--- src/rtl/ttsm_pkg.sv ---
package ttsm_pkg;
  localparam int TS_W = 32;
  typedef logic [TS_W-1:0] gtime_t;

  // Modular age compared against the allowed accuracy interval.
  function automatic logic age_within(gtime_t now, gtime_t stamp, gtime_t limit);
    gtime_t age;
    age = now - stamp;
    return (age <= limit);
  endfunction
endpackage

--- src/rtl/ttsm_sched.sv ---
module ttsm_sched #(
  parameter  int NSLOT   = 8,
  parameter  int PHASE_W = 4,
  localparam int SLOT_W  = $clog2(NSLOT)
) (
  input  logic [PHASE_W-1:0]       now_phase,
  input  logic [NSLOT-1:0]         slot_en,
  input  logic [NSLOT*PHASE_W-1:0] slot_phase,
  output logic                     hit,
  output logic [SLOT_W-1:0]        slot
);
  logic [NSLOT-1:0] match;

  generate
    for (genvar i = 0; i < NSLOT; i++) begin : g_match
      assign match[i] = slot_en[i] &&
                        (slot_phase[i*PHASE_W +: PHASE_W] == now_phase);
    end
  endgenerate

  // Lowest index wins: scan downward so the last assignment is the lowest.
  always_comb begin
    hit  = 1'b0;
    slot = '0;
    for (int i = NSLOT - 1; i >= 0; i--) begin
      if (match[i]) begin
        hit  = 1'b1;
        slot = SLOT_W'(i);
      end
    end
  end
endmodule

--- src/rtl/ttsm_store.sv ---
module ttsm_store
  import ttsm_pkg::*;
#(
  parameter  int NSLOT  = 8,
  parameter  int DATA_W = 32,
  localparam int SLOT_W = $clog2(NSLOT)
) (
  input  logic              clk,
  input  logic              rst_n,
  input  logic              wr_en,
  input  logic [SLOT_W-1:0] wr_slot,
  input  logic [DATA_W-1:0] wr_data,
  input  gtime_t            wr_stamp,
  input  logic [SLOT_W-1:0] rd_slot,
  output logic [DATA_W-1:0] rd_data,
  output gtime_t            rd_stamp,
  output logic              rd_written
);
  logic [DATA_W-1:0] data_view  [NSLOT];
  gtime_t            stamp_view [NSLOT];
  logic [NSLOT-1:0]  written_view;

  generate
    for (genvar i = 0; i < NSLOT; i++) begin : g_slot
      logic              load;
      logic [DATA_W-1:0] data_q;
      gtime_t            stamp_q;
      logic              written_q;

      always_comb begin
        load = wr_en && (wr_slot == SLOT_W'(i));
      end

      always_ff @(posedge clk or negedge rst_n) begin
        if (!rst_n) begin
          data_q    <= '0;
          stamp_q   <= '0;
          written_q <= 1'b0;
        end else if (load) begin
          data_q    <= wr_data;
          stamp_q   <= wr_stamp;
          written_q <= 1'b1;
        end
      end

      assign data_view[i]    = data_q;
      assign stamp_view[i]   = stamp_q;
      assign written_view[i] = written_q;
    end
  endgenerate

  always_comb begin
    rd_data    = data_view[rd_slot];
    rd_stamp   = stamp_view[rd_slot];
    rd_written = written_view[rd_slot];
  end
endmodule

--- src/rtl/ttsm_fresh.sv ---
module ttsm_fresh
  import ttsm_pkg::*;
#(
  parameter  int NSLOT  = 8,
  localparam int SLOT_W = $clog2(NSLOT)
) (
  input  gtime_t               now,
  input  logic [SLOT_W-1:0]    sel_slot,
  input  logic [NSLOT*TS_W-1:0] limits,
  input  gtime_t               stamp,
  input  logic                 written,
  output logic                 fresh
);
  gtime_t limit_sel;

  always_comb begin
    limit_sel = limits[sel_slot*TS_W +: TS_W];
    fresh     = written && age_within(now, stamp, limit_sel);
  end
endmodule

--- src/rtl/ttsm_buffer.sv ---
module ttsm_buffer
  import ttsm_pkg::*;
#(
  parameter  int NSLOT   = 8,
  parameter  int DATA_W  = 32,
  parameter  int PHASE_W = 4,
  localparam int SLOT_W  = $clog2(NSLOT)
) (
  input  logic                     clk,
  input  logic                     rst_n,
  input  logic [TS_W-1:0]          gtime,
  input  logic [NSLOT-1:0]         cfg_slot_en,
  input  logic [NSLOT*PHASE_W-1:0] cfg_phase,
  input  logic [NSLOT*TS_W-1:0]    cfg_acc,
  input  logic [DATA_W-1:0]        cw_data,
  input  logic [TS_W-1:0]          cw_stamp,
  input  logic [SLOT_W-1:0]        rd_slot,
  output logic [DATA_W-1:0]        rd_data,
  output logic [TS_W-1:0]          rd_stamp,
  output logic                     rd_valid
);
  // Reset: asserted asynchronously, released on the clock.
  logic [1:0] rst_pipe;
  logic       rst_sync_n;

  always_ff @(posedge clk or negedge rst_n) begin
    if (!rst_n) rst_pipe <= 2'b00;
    else        rst_pipe <= {rst_pipe[0], 1'b1};
  end
  assign rst_sync_n = rst_pipe[1];

  logic              wr_hit;
  logic [SLOT_W-1:0] wr_slot;

  ttsm_sched #(.NSLOT(NSLOT), .PHASE_W(PHASE_W)) u_sched (
    .now_phase  (gtime[PHASE_W-1:0]),
    .slot_en    (cfg_slot_en),
    .slot_phase (cfg_phase),
    .hit        (wr_hit),
    .slot       (wr_slot)
  );

  logic [DATA_W-1:0] st_data;
  gtime_t            st_stamp;
  logic              st_written;

  ttsm_store #(.NSLOT(NSLOT), .DATA_W(DATA_W)) u_store (
    .clk        (clk),
    .rst_n      (rst_sync_n),
    .wr_en      (wr_hit),
    .wr_slot    (wr_slot),
    .wr_data    (cw_data),
    .wr_stamp   (cw_stamp),
    .rd_slot    (rd_slot),
    .rd_data    (st_data),
    .rd_stamp   (st_stamp),
    .rd_written (st_written)
  );

  logic st_fresh;

  ttsm_fresh #(.NSLOT(NSLOT)) u_fresh (
    .now      (gtime),
    .sel_slot (rd_slot),
    .limits   (cfg_acc),
    .stamp    (st_stamp),
    .written  (st_written),
    .fresh    (st_fresh)
  );

  // Output register: next-state and state kept apart.
  logic [DATA_W-1:0] rd_data_d;
  gtime_t            rd_stamp_d;
  logic              rd_valid_d;

  always_comb begin
    rd_data_d  = st_data;
    rd_stamp_d = st_stamp;
    rd_valid_d = st_fresh;
  end

  always_ff @(posedge clk or negedge rst_sync_n) begin
    if (!rst_sync_n) begin
      rd_data  <= '0;
      rd_stamp <= '0;
      rd_valid <= 1'b0;
    end else begin
      rd_data  <= rd_data_d;
      rd_stamp <= rd_stamp_d;
      rd_valid <= rd_valid_d;
    end
  end
endmodule

--- config.mk ---
export PLATFORM = sky130hd
export DESIGN_NAME = ttsm_buffer
export DESIGN_NICKNAME = d
export VERILOG_FILES = /design/src/rtl/ttsm_pkg.sv /design/src/rtl/ttsm_sched.sv /design/src/rtl/ttsm_store.sv /design/src/rtl/ttsm_fresh.sv /design/src/rtl/ttsm_buffer.sv
export SDC_FILE = /design/constraint.sdc
export NUM_CORES = 1
export LEC_CHECK = 0
export CORE_UTILIZATION = 40
export CTS_CLUSTER_DIAMETER = 50
export DETAILED_ROUTE_END_ITERATION = 8
export DONT_BUFFER_PORTS = 1
export MAX_ROUTING_LAYER = met4
export SLEW_MARGIN = 15
export SYNTH_ARGS = -nofsm -noshare
export SYNTH_HDL_FRONTEND = slang
export SYNTH_HIERARCHICAL = 1
export SYNTH_SLANG_ARGS = --single-unit
--- constraint.sdc ---
create_clock -name clk -period 27.3 [get_ports clk]
set_input_delay 2.73 -clock clk [delete_from_list [all_inputs] [get_ports clk]]
set_output_delay 2.73 -clock clk [all_outputs]
set_load 0.02 [all_outputs]
==> impl_metrics.py, run 1 <==
metrics = {
    "power_and_ir_drop": {
        "peakVddDrop_mv": 0.0439,
        "power-per-cell-area_nw_per_um2": 93.0,
        "power_mw": 3.07,
        "leakage_nw": 14.8,
    },
    "timing": {
        "setup_viol": 0,
        "fin_ws_ns": 20.53,
        "finalMaxSlewViolations": 0,
        "hold_viol_final": 0,
        "period_needed_ns": 6.77,
        "worst_pin_slew_ns": 1.03,
        "fin_crit_sh_pct": 24.8,
        "slew-limit-headroom_pct": 31.5,
        "skew_ns": 0.0232,
        "finalSetupTns_ns": 0,
        "rsz0062_at_grt": "false",
        "fmax_mhz": 148,
    },
    "global_route": {
        "grt_max_degree": 195,
        "grt_pass1_wl_um": 124000,
        "grt_overflow": 0,
        "grt_pass1_vias": 19000,
        "antenna_found_initial": 31,
        "grt_usage_pct": 23.1,
    },
    "worst_setup_path": {
        "critPathArrivalTime_ns": 7.29,
        "end_kind": "register",
        "cp_data_required_time_ns": 27.81,
        "crit_type": "input port to register",
        "rrSetupSlack_ns": 22.62,
        "crit_path_start_kind": "input port",
        "rr_startpoint": "u_store/g_slot[7].stamp_q[6]$_DFFE_PN0P_",
        "reg2regPathDepth": 18,
        "startpoint": "rd_slot[0]",
        "critPathMaxFanout": 194,
        "r2r_end": "rd_valid$_DFF_PN0_",
    },
    "layout": {
        "synthToLayoutAreaGrowth_pct": 10.8,
        "fillers": 6337,
        "drive_gt1_share_pct": 46.8,
        "layout.nets": 2386,
        "final_core_util_pct": 45.0,
    },
    "min_path": {
        "min_to": "rst_pipe[1]$_DFF_PN0_",
        "worstHoldStart": "rst_pipe[0]$_DFF_PN0_",
        "hold_path_class": "register to register",
        "holdPathStages": 0,
    },
    "drt": {
        "avgRoutedWirePerCell_um": 28.4,
        "first_pass_iters": 8,
        "dr_total_vias": 17100,
        "drt-initial-drc-count": 850,
        "drc": 102,
        "vias_per_cell": 5.78,
        "totalWireLength_um": 84200,
        "final_antenna_net_count": 0,
    },
    "place": {
        "port_buffers": 0,
        "dpl.hpwl_um": 54500,
        "place.gp.congestion": 0.896,
        "pre_cts_slack_ns": 20.17,
    },
    "floorplanning": {
        "die_h_um": 275,
        "num_rows": 99,
        "initial_core_util_pct": 40.6,
        "core_area_um2": 73200,
        "chipWidth_um": 275,
        "pin_count": 462,
        "die-area_um2": 75500,
    },
    "yosys": {
        "yosysSeqAreaShare_pct": 49.4,
        "syn_nets": 2414,
        "synth_cells": 1953,
        "synth_edf_count": 0,
        "synth_warnings": 6,
        "synthFlopType": "dfrtp_1",
        "synth-async-reset-ratio_pct": 100,
        "synth_cell_types": 66,
        "avgSynthCellArea_um2": 15.2,
        "synth_area_um2": 29700,
        "ys_ff_latch": 587,
    },
    "cts": {
        "cts_tree": "done",
        "postCtsHoldBufs": 0,
        "ctsHtreeMaxLevel": 3,
        "cts_root_buffer": "clkbuf_16",
        "clkLatencyLatePin_ns": 0.62,
        "clock_tree.buffer_depth": 3,
        "numCtsBuffers": 71,
        "cts.sinks": 587,
        "post-cts-setup-buffers": 0,
        "path_clk_slew_ns": 0.06,
        "cts.repair.resized": 0,
    },
    "outcome": {
        "failed_checks": "design-rule violations",
        "status": "complete, but fails checks",
    },
    "job": {
        "maxCapViolations": 0,
    },
}
where the power goes:
part	leakage [nW]	total, mW	switching (mW)	internal (mW)
Clock	1.19	0.959	0.380	0.580
Sequential	7.68	1.33	0.187	1.14
Combinational	5.93	0.780	0.324	0.456
Yosys cell counts, types with 3 or more instances:
| cell type | count | area [um^2] |
|---|---|---|
| nand3_1 | 10 | 50.1 |
| nand4b_1 | 3 | 26.3 |
| a31oi_1 | 5 | 31.3 |
| and4bb_1 | 3 | 37.5 |
| a21o_1 | 24 | 180 |
| mux4_2 | 194 | 4370 |
| xor2_1 | 29 | 254 |
| nor2b_1 | 6 | 37.5 |
| mux2_2 | 578 | 6510 |
| and3_1 | 6 | 37.5 |
| nor2_1 | 23 | 86.3 |
| buf_6 | 14 | 158 |
| a311oi_1 | 3 | 26.3 |
| o21bai_1 | 8 | 60.1 |
| nand4_1 | 14 | 87.6 |
| buf_4 | 6 | 45.0 |
| a211oi_1 | 4 | 30.0 |
| o211ai_1 | 7 | 52.6 |
| or2_2 | 4 | 25.0 |
| a21oi_1 | 42 | 210 |
| o21ai_0 | 14 | 70.1 |
| dfrtp_1 | 587 | 14700 |
| clkbuf_1 | 32 | 120 |
| nor4_1 | 3 | 18.8 |
| buf_2 | 57 | 285 |
| mux2i_1 | 33 | 330 |
| ha_1 | 63 | 788 |
| nand2b_1 | 8 | 50.1 |
| nand2_1 | 34 | 128 |
| buf_1 | 11 | 41.3 |
| inv_1 | 45 | 169 |
| o21a_1 | 4 | 30.0 |
| xnor2_1 | 31 | 272 |
| nor3_1 | 8 | 40.0 |
critical path, stage by stage:
cell       delay [ns]
mux4_2           0.60
mux2_2           0.29
inv_1            0.08
ha_1             0.30
a21oi_1          0.23
o211ai_1         0.18
a22o_1           0.27
nor3_2           0.36
o21ai_1          0.20
a2111oi_0        0.44
a311oi_1         0.11
ha_1             0.34
a21o_1           0.16
a21o_1           0.17
a21oi_1          0.13
o2111ai_1        0.12
a221o_1          0.27
o21ai_0          0.08
area by class of cell:
cell class | count | area (um^2) | area share [%]
diodes | 22 | 55.1 | 0.167
clock buffers | 103 | 2100 | 6.37
clock inverters | 25 | 322 | 0.976
inverters | 45 | 169 | 0.513
multi-input cells | 1201 | 14300 | 43.3
flip-flops and latches | 587 | 14700 | 44.6
well taps | 959 | 1200 | 3.64
repair buffers | 19 | 155 | 0.471
cells by family after synthesis:
| group | count (synthesis) | synth area share [%] |
|---|---|---|
| mux | 805 | 37.7 |
| flops | 587 | 49.4 |
| buf+inv | 165 | 2.75 |
| simple gates | 139 | 2.68 |
| compound gates | 131 | 2.95 |
| fa+ha+maj | 64 | 2.72 |
| xor+xnor | 61 | 1.82 |
| other cells | 1 | 0.0126 |
layout by cell type (no fill, tap or decap), drive strengths merged, types with 31 or more instances in the layout:
master / instances
mux4: 194
ha: 63
dfrtp: 587
xnor2: 31
a21oi: 43
clkbuf: 103
nand2: 34
mux2: 578
inv: 55
mux2i: 33
per-layer routing:
metal	track usage (%)	share of wire, %	up-vias
met2	39.2	53	547
li1	-	-	7350
met5	-	0	-
met3	4.50	5.7	154
met1	25.6	38	9062
met4	12.4	3.7	0
sequential cells by signal, summed over array words and instances (netlist names):
register                  flops
rd_data                      32
u_store/g_slot.written_q      8
rst_pipe                      2
rd_valid                      1
u_store/g_slot.data_q       256
rd_stamp                     32
u_store/g_slot.stamp_q      256
worst max-delay path by stage:
| stage | endpoint | slack (ns) | cells past startpoint |
|---|---|---|---|
| after floorplan | rd_data[0]$_DFF_PN0_ | 9.73 | 0 |
| after global placement | rd_valid$_DFF_PN0_ | 20.26 | 18 |
| after detailed placement | rd_valid$_DFF_PN0_ | 20.17 | 16 |
| after CTS | rd_valid$_DFF_PN0_ | 20.79 | 16 |
| after global routing | rd_valid$_DFF_PN0_ | 20.31 | 18 |
| final | rd_valid$_DFF_PN0_ | 20.53 | 18 |
stage by stage:
stage	cells	hold slack, ns	cell area [um^2]
after floorplan	1953	0.331	29700
after global placement	2811	0.338	30500
after detailed placement	2811	0.339	30500
final	2961	0.349	32900
after global routing	2959	0.370	32900
after CTS	2939	0.351	32900
Power figures use the tool's default switching activity.
==> run 2: changes to the inputs <==
Clock period 27.3 ns to 6 ns, I/O delays scaled along.
==> impl_metrics.py, run 2 (synthesis gave the netlist of run 1 again) <==
metrics = {
    "drt": {
        "final_antenna_net_count": 0,
        "dr_total_vias": 17200,
        "drc": 104,
        "first_pass_iters": 9,
        "drt-initial-drc-count": 952,
        "totalWireLength_um": 84300,
        "avgRoutedWirePerCell_um": 28.4,
        "vias_per_cell": 5.80,
    },
    "layout": {
        "drive_gt1_share_pct": 46.9,
        "final_common_cell": "dfrtp_1",
        "top_regs": "u_store/g_slot.data_q: 256 flops, u_store/g_slot.stamp_q: 256 flops",
        "synthToLayoutAreaGrowth_pct": 11.6,
        "layout.nets": 2389,
        "layout_common_cells": "dfrtp_1 (586), mux2_2 (578), mux4_2 (194)",
        "fillers": 6364,
        "multi_input_area_um2": 14300,
        "regArea_um2": 14700,
        "design_area_um2": 33200,
    },
    "power_and_ir_drop": {
        "clockPowerShare_pct": 32.2,
        "p_sw_share_pct": 29.0,
        "power-per-cell-area_nw_per_um2": 426,
        "p_sw_mw": 4.10,
        "peakVddDrop_mv": 0.209,
        "leakage_nw": 14.9,
        "comb_power_share_pct": 25.1,
        "p_int_mw": 10.0,
        "seqPwrFrac_pct": 42.7,
    },
    "global_route": {
        "grt_overflow": 0,
        "grt_pass1_vias": 18600,
        "grt_max_degree": 205,
        "grt_pass1_wl_um": 123000,
        "grt_usage_pct": 22.9,
        "antenna_found_initial": 39,
    },
    "floorplanning": {
        "initial_core_util_pct": 40.6,
        "die-area_um2": 75500,
        "die_h_um": 275,
        "core_area_um2": 73200,
        "pin_count": 462,
        "chipWidth_um": 275,
        "num_rows": 99,
    },
    "worst_setup_path": {
        "rrSetupSlack_ns": 1.21,
        "end_kind": "register",
        "crit_path_start_kind": "input port",
        "r2r_end": "rd_valid$_DFF_PN0_",
        "critPathMaxFanout": 194,
        "reg2regPathDepth": 18,
        "rr_startpoint": "u_store/g_slot[7].stamp_q[6]$_DFFE_PN0P_",
        "critPathArrivalTime_ns": 5.36,
        "crit_type": "input port to register",
        "cp_data_required_time_ns": 6.50,
    },
    "place": {
        "pre_cts_slack_ns": 0.869,
        "port_buffers": 0,
        "dpl.hpwl_um": 54100,
        "dpl_cell_area_um2": 30500,
        "place.gp.congestion": 0.914,
    },
    "min_path": {
        "min_to": "u_store/g_slot[6].data_q[6]$_DFFE_PN0P_",
        "worstHoldStart": "cw_data[6]",
        "holdPathStages": 1,
        "hold_path_class": "input port to register",
    },
    "cts": {
        "postCtsHoldBufs": 1,
        "post-cts-setup-buffers": 0,
        "cts.repair.resized": 0,
        "numCtsBuffers": 76,
        "cts_tree": "done",
        "cts_root_buffer": "clkbuf_16",
        "ctsHtreeMaxLevel": 3,
        "cts.sinks": 587,
        "clock_tree.buffer_depth": 3,
        "path_clk_slew_ns": 0.06,
        "clkLatencyLatePin_ns": 0.61,
    },
    "timing": {
        "hold_viol_final": 0,
        "fin_crit_sh_pct": 81.0,
        "setup_viol": 0,
        "rsz0062_at_grt": "false",
        "period_needed_ns": 4.86,
        "finalSetupTns_ns": 0,
        "worst_pin_slew_ns": 1.06,
        "fin_ws_ns": 1.14,
        "skew_ns": 0.0285,
        "fmax_mhz": 206,
        "finalMaxSlewViolations": 0,
        "timing.hold.ws_ns": 0.134,
        "slew-limit-headroom_pct": 29.4,
    },
    "outcome": {
        "failed_checks": "design-rule violations",
        "status": "complete, but fails checks",
    },
    "job": {
        "maxCapViolations": 0,
    },
}
[run 2: worst max path at each step]
stage,start,to
2_1_floorplan,rst_pipe[1]$_DFF_PN0_,rd_data[0]$_DFF_PN0_
3_3_place_gp,rd_slot[0],rd_valid$_DFF_PN0_
3_5_place_dp,rd_slot[0],rd_valid$_DFF_PN0_
4_1_cts,u_store/g_slot[2].stamp_q[0]$_DFFE_PN0P_,rd_valid$_DFF_PN0_
5_1_grt,u_store/g_slot[7].stamp_q[6]$_DFFE_PN0P_,rd_valid$_DFF_PN0_
6_report,rd_slot[0],rd_valid$_DFF_PN0_
[run 2: worst max-delay path, stage by stage]
cell       delay (ns)
mux4_2           0.64
mux2_2           0.30
inv_1            0.10
ha_1             0.30
a21oi_1          0.27
o211ai_1         0.16
a22o_1           0.25
nor3_2           0.33
o21ai_1          0.22
a2111oi_0        0.50
a311oi_1         0.12
ha_1             0.34
a21o_1           0.16
a21o_1           0.17
a21oi_1          0.17
o2111ai_1        0.12
a221o_1          0.27
o21ai_0          0.08
[run 2: cell type report]
| type | count | area share [%] |
|---|---|---|
| diodes | 27 | 0.204 |
| clock buffers | 103 | 6.46 |
| clock inverters | 34 | 1.28 |
| inverters | 45 | 0.509 |
| multi-input cells | 1201 | 42.9 |
| flip-flops and latches | 587 | 44.3 |
| well taps | 959 | 3.61 |
| repair buffers | 17 | 0.727 |
[run 2: per-layer routing]
| metal | share of wire [%] | up-vias | GRT usage (%) |
|---|---|---|---|
| met5 | 0 | - | - |
| met3 | 5.4 | 171 | 4.54 |
| met2 | 53 | 512 | 39.1 |
| li1 | - | 7375 | - |
| met4 | 4.2 | 0 | 12.9 |
| met1 | 37 | 9174 | 24.9 |
[run 2: stage by stage]
step	utilization, %	total power [mW]	std cells
after floorplan	-	8.79	1953
after global placement	41.7	9.47	2807
after detailed placement	41.7	9.63	2807
after CTS	45.2	14.3	2945
after global routing	45.3	14.9	2969
final	45.3	14.1	2973
[run 2: power groups by stage]
stage	Sequential [mW]	Combinational [mW]	Clock, mW
2_1_floorplan	5.87	2.92	0
3_3_place_gp	6.03	3.45	0
3_5_place_dp	6.10	3.53	0
4_1_cts	6.04	3.55	4.68
5_1_grt	6.18	3.87	4.86
6_report	6.03	3.54	4.55
==> run 3: changes to the inputs <==
Clock period 6 ns to 4 ns, I/O delays scaled along.
==> impl_metrics.py, run 3 (synthesis gave the netlist of run 1 again) <==
metrics = {
    "floorplanning": {
        "core_area_um2": 73200,
        "pin_count": 462,
        "num_rows": 99,
        "initial_core_util_pct": 40.6,
        "die_h_um": 275,
        "die-area_um2": 75500,
        "chipWidth_um": 275,
    },
    "power_and_ir_drop": {
        "p_int_mw": 15.7,
        "peakVddDrop_mv": 0.386,
        "power-per-cell-area_nw_per_um2": 631,
        "leakage_nw": 15.9,
        "p_sw_mw": 6.47,
        "seqPwrFrac_pct": 40.7,
        "power_mw": 22.2,
        "p_sw_share_pct": 29.2,
        "comb_power_share_pct": 28.4,
        "clockPowerShare_pct": 30.9,
    },
    "worst_setup_path": {
        "cp_slowest_cell": "mux4_2",
        "crit_type": "register to register",
        "critPathArrivalTime_ns": 4.79,
        "end_kind": "register",
        "crit_buf_inv": 1,
        "crit_path_start_kind": "register",
        "critPathMaxStageDelay_ns": 0.47,
        "critPathTopFamily": "compound AO/OA/AOI/OAI gates",
        "path_cells": "mux4_2 -> mux2_4 -> inv_2 -> ha_4 -> nor2b_4 -> o2111a_1 -> o2111a_1 -> nor3_2 -> o21ai_2 -> a2111oi_4 -> a311oi_1 -> ha_1 -> a21o_1 -> a21o_1 -> a21oi_1 -> o2111ai_1 -> a221o_1 -> o21ai_1",
        "cp_data_required_time_ns": 4.52,
        "critPathMaxFanout": 2,
    },
    "timing": {
        "rsz0062_at_grt": "true",
        "timing.hold.ws_ns": 0.0598,
        "skew_ns": 0.0251,
        "finalMaxSlewViolations": 0,
        "slew-limit-headroom_pct": 38.9,
        "period_needed_ns": 4.27,
        "hold_viol_final": 0,
        "fmax_mhz": 234,
        "fin_ws_ns": -0.271,
        "finalSetupTns_ns": -0.271,
        "worst_pin_slew_ns": 0.911,
        "setup_viol": 1,
        "fin_crit_sh_pct": 107,
    },
    "layout": {
        "final_core_util_pct": 48.0,
        "drive_gt1_share_pct": 50.2,
        "layout_common_cells": "dfrtp_1 (586), mux2_2 (576), mux4_2 (194)",
        "final_common_cell": "dfrtp_1",
        "design_area_um2": 35200,
        "instances_no_fill": 3176,
        "synthToLayoutAreaGrowth_pct": 18.2,
        "layout.nets": 2589,
        "top_regs": "u_store/g_slot.data_q: 256 flops, u_store/g_slot.stamp_q: 256 flops",
    },
    "place": {
        "port_buffers": 0,
        "dpl.hpwl_um": 57500,
        "dpl_cell_area_um2": 31600,
        "place.gp.congestion": 0.859,
        "dp.cells": 2938,
        "pre_cts_slack_ns": -0.729,
    },
    "drt": {
        "final_antenna_net_count": 0,
        "dr_total_vias": 18000,
        "drt-initial-drc-count": 1030,
        "vias_per_cell": 5.66,
        "first_pass_iters": 9,
        "drc": 100,
        "totalWireLength_um": 87000,
        "avgRoutedWirePerCell_um": 27.4,
    },
    "global_route": {
        "grt_usage_pct": 23.7,
        "grt_overflow": 0,
        "antenna_found_initial": 45,
        "grt_pass1_wl_um": 127000,
        "grt_max_degree": 195,
        "grt_pass1_vias": 19800,
    },
    "cts": {
        "ctsHtreeMaxLevel": 3,
        "cts_root_buffer": "clkbuf_16",
        "numCtsBuffers": 75,
        "cts_tree": "done",
        "cts.sinks": 587,
        "clock_tree.buffer_depth": 3,
        "clkLatencyLatePin_ns": 0.61,
        "path_clk_slew_ns": 0.06,
    },
    "job": {
        "maxCapViolations": 0,
    },
    "outcome": {
        "status": "complete, but fails checks",
        "failed_checks": "design-rule violations, negative setup slack",
    },
    "min_path": {
        "hold_path_class": "input port to register",
    },
}
==> run 3: cell types whose count changed in the layout (fill, tap and decap cells not counted), moves of 6 or more <==
cell / delta
a21oi_2: +7
o21ai_1: +6
o21ai_0: -7
buf_4: +128
dlygate4sd3_1: +65
a21oi_1: -7
buf_12: +9
==> run 3: area by class of cell <==
cell class | count | area, um^2
Fill cell | 6308 | 38000
Timing Repair Buffer | 218 | 2010
Inverter | 45 | 169
Tap cell | 959 | 1200
Clock buffer | 96 | 2060
Sequential cell | 587 | 14700
Multi-Input combinational cell | 1201 | 14500
Antenna cell | 31 | 77.6
Clock inverter | 39 | 497
==> run 3: path summary, 6_finish.rpt <==
kind                       slack (ns)                      to  depth (start not counted)                                      from
min in group asynchronous        0.40    rd_data[4]$_DFF_PN0_                          0                     rst_pipe[1]$_DFF_PN0_
setup reg to reg                -0.27      rd_valid$_DFF_PN0_                         18  u_store/g_slot[2].stamp_q[1]$_DFFE_PN0P_
setup / recovery                -0.27      rd_valid$_DFF_PN0_                         18  u_store/g_slot[2].stamp_q[1]$_DFFE_PN0P_
hold / removal                   0.06  rd_stamp[26]$_DFF_PN0_                          1                                rd_slot[1]
max in group asynchronous        2.46      rd_valid$_DFF_PN0_                          1                     rst_pipe[1]$_DFF_PN0_
hold reg to reg                  0.36   rst_pipe[1]$_DFF_PN0_                          0                     rst_pipe[0]$_DFF_PN0_
==> run 3: what timing repair did <==
| item | CTS | global route |
|---|---|---|
| pin swaps | 22 | 19 |
| resized for setup | 27 | 15 |
| endpoints found under the setup margin | 1 | 1 |
| buffers inserted | 3 | 2 |
| endpoints found under the hold margin | 541 | 0 |
| cloned | 0 | 0 |
| hold buffers | 67 | 0 |
==> run 3: power groups by stage <==
stage	Clock, mW	Combinational [mW]	Sequential [mW]
CTS	7.06	6.26	9.03
global placement	0	5.81	8.98
detailed placement	0	5.96	9.11
global route	7.33	6.84	9.25
finish	6.86	6.29	9.02
floorplan	0	4.39	8.81
==> run 3: metal layers <==
metal	track usage [%]	routed length [um]	part of all wire, %	vias up
met5	-	0	0	-
met4	12.7	4230	4.9	0
met3	4.07	4220	4.9	174
met2	40.7	45400	52	543
met1	26.2	33100	38	9476
li1	-	-	-	7777
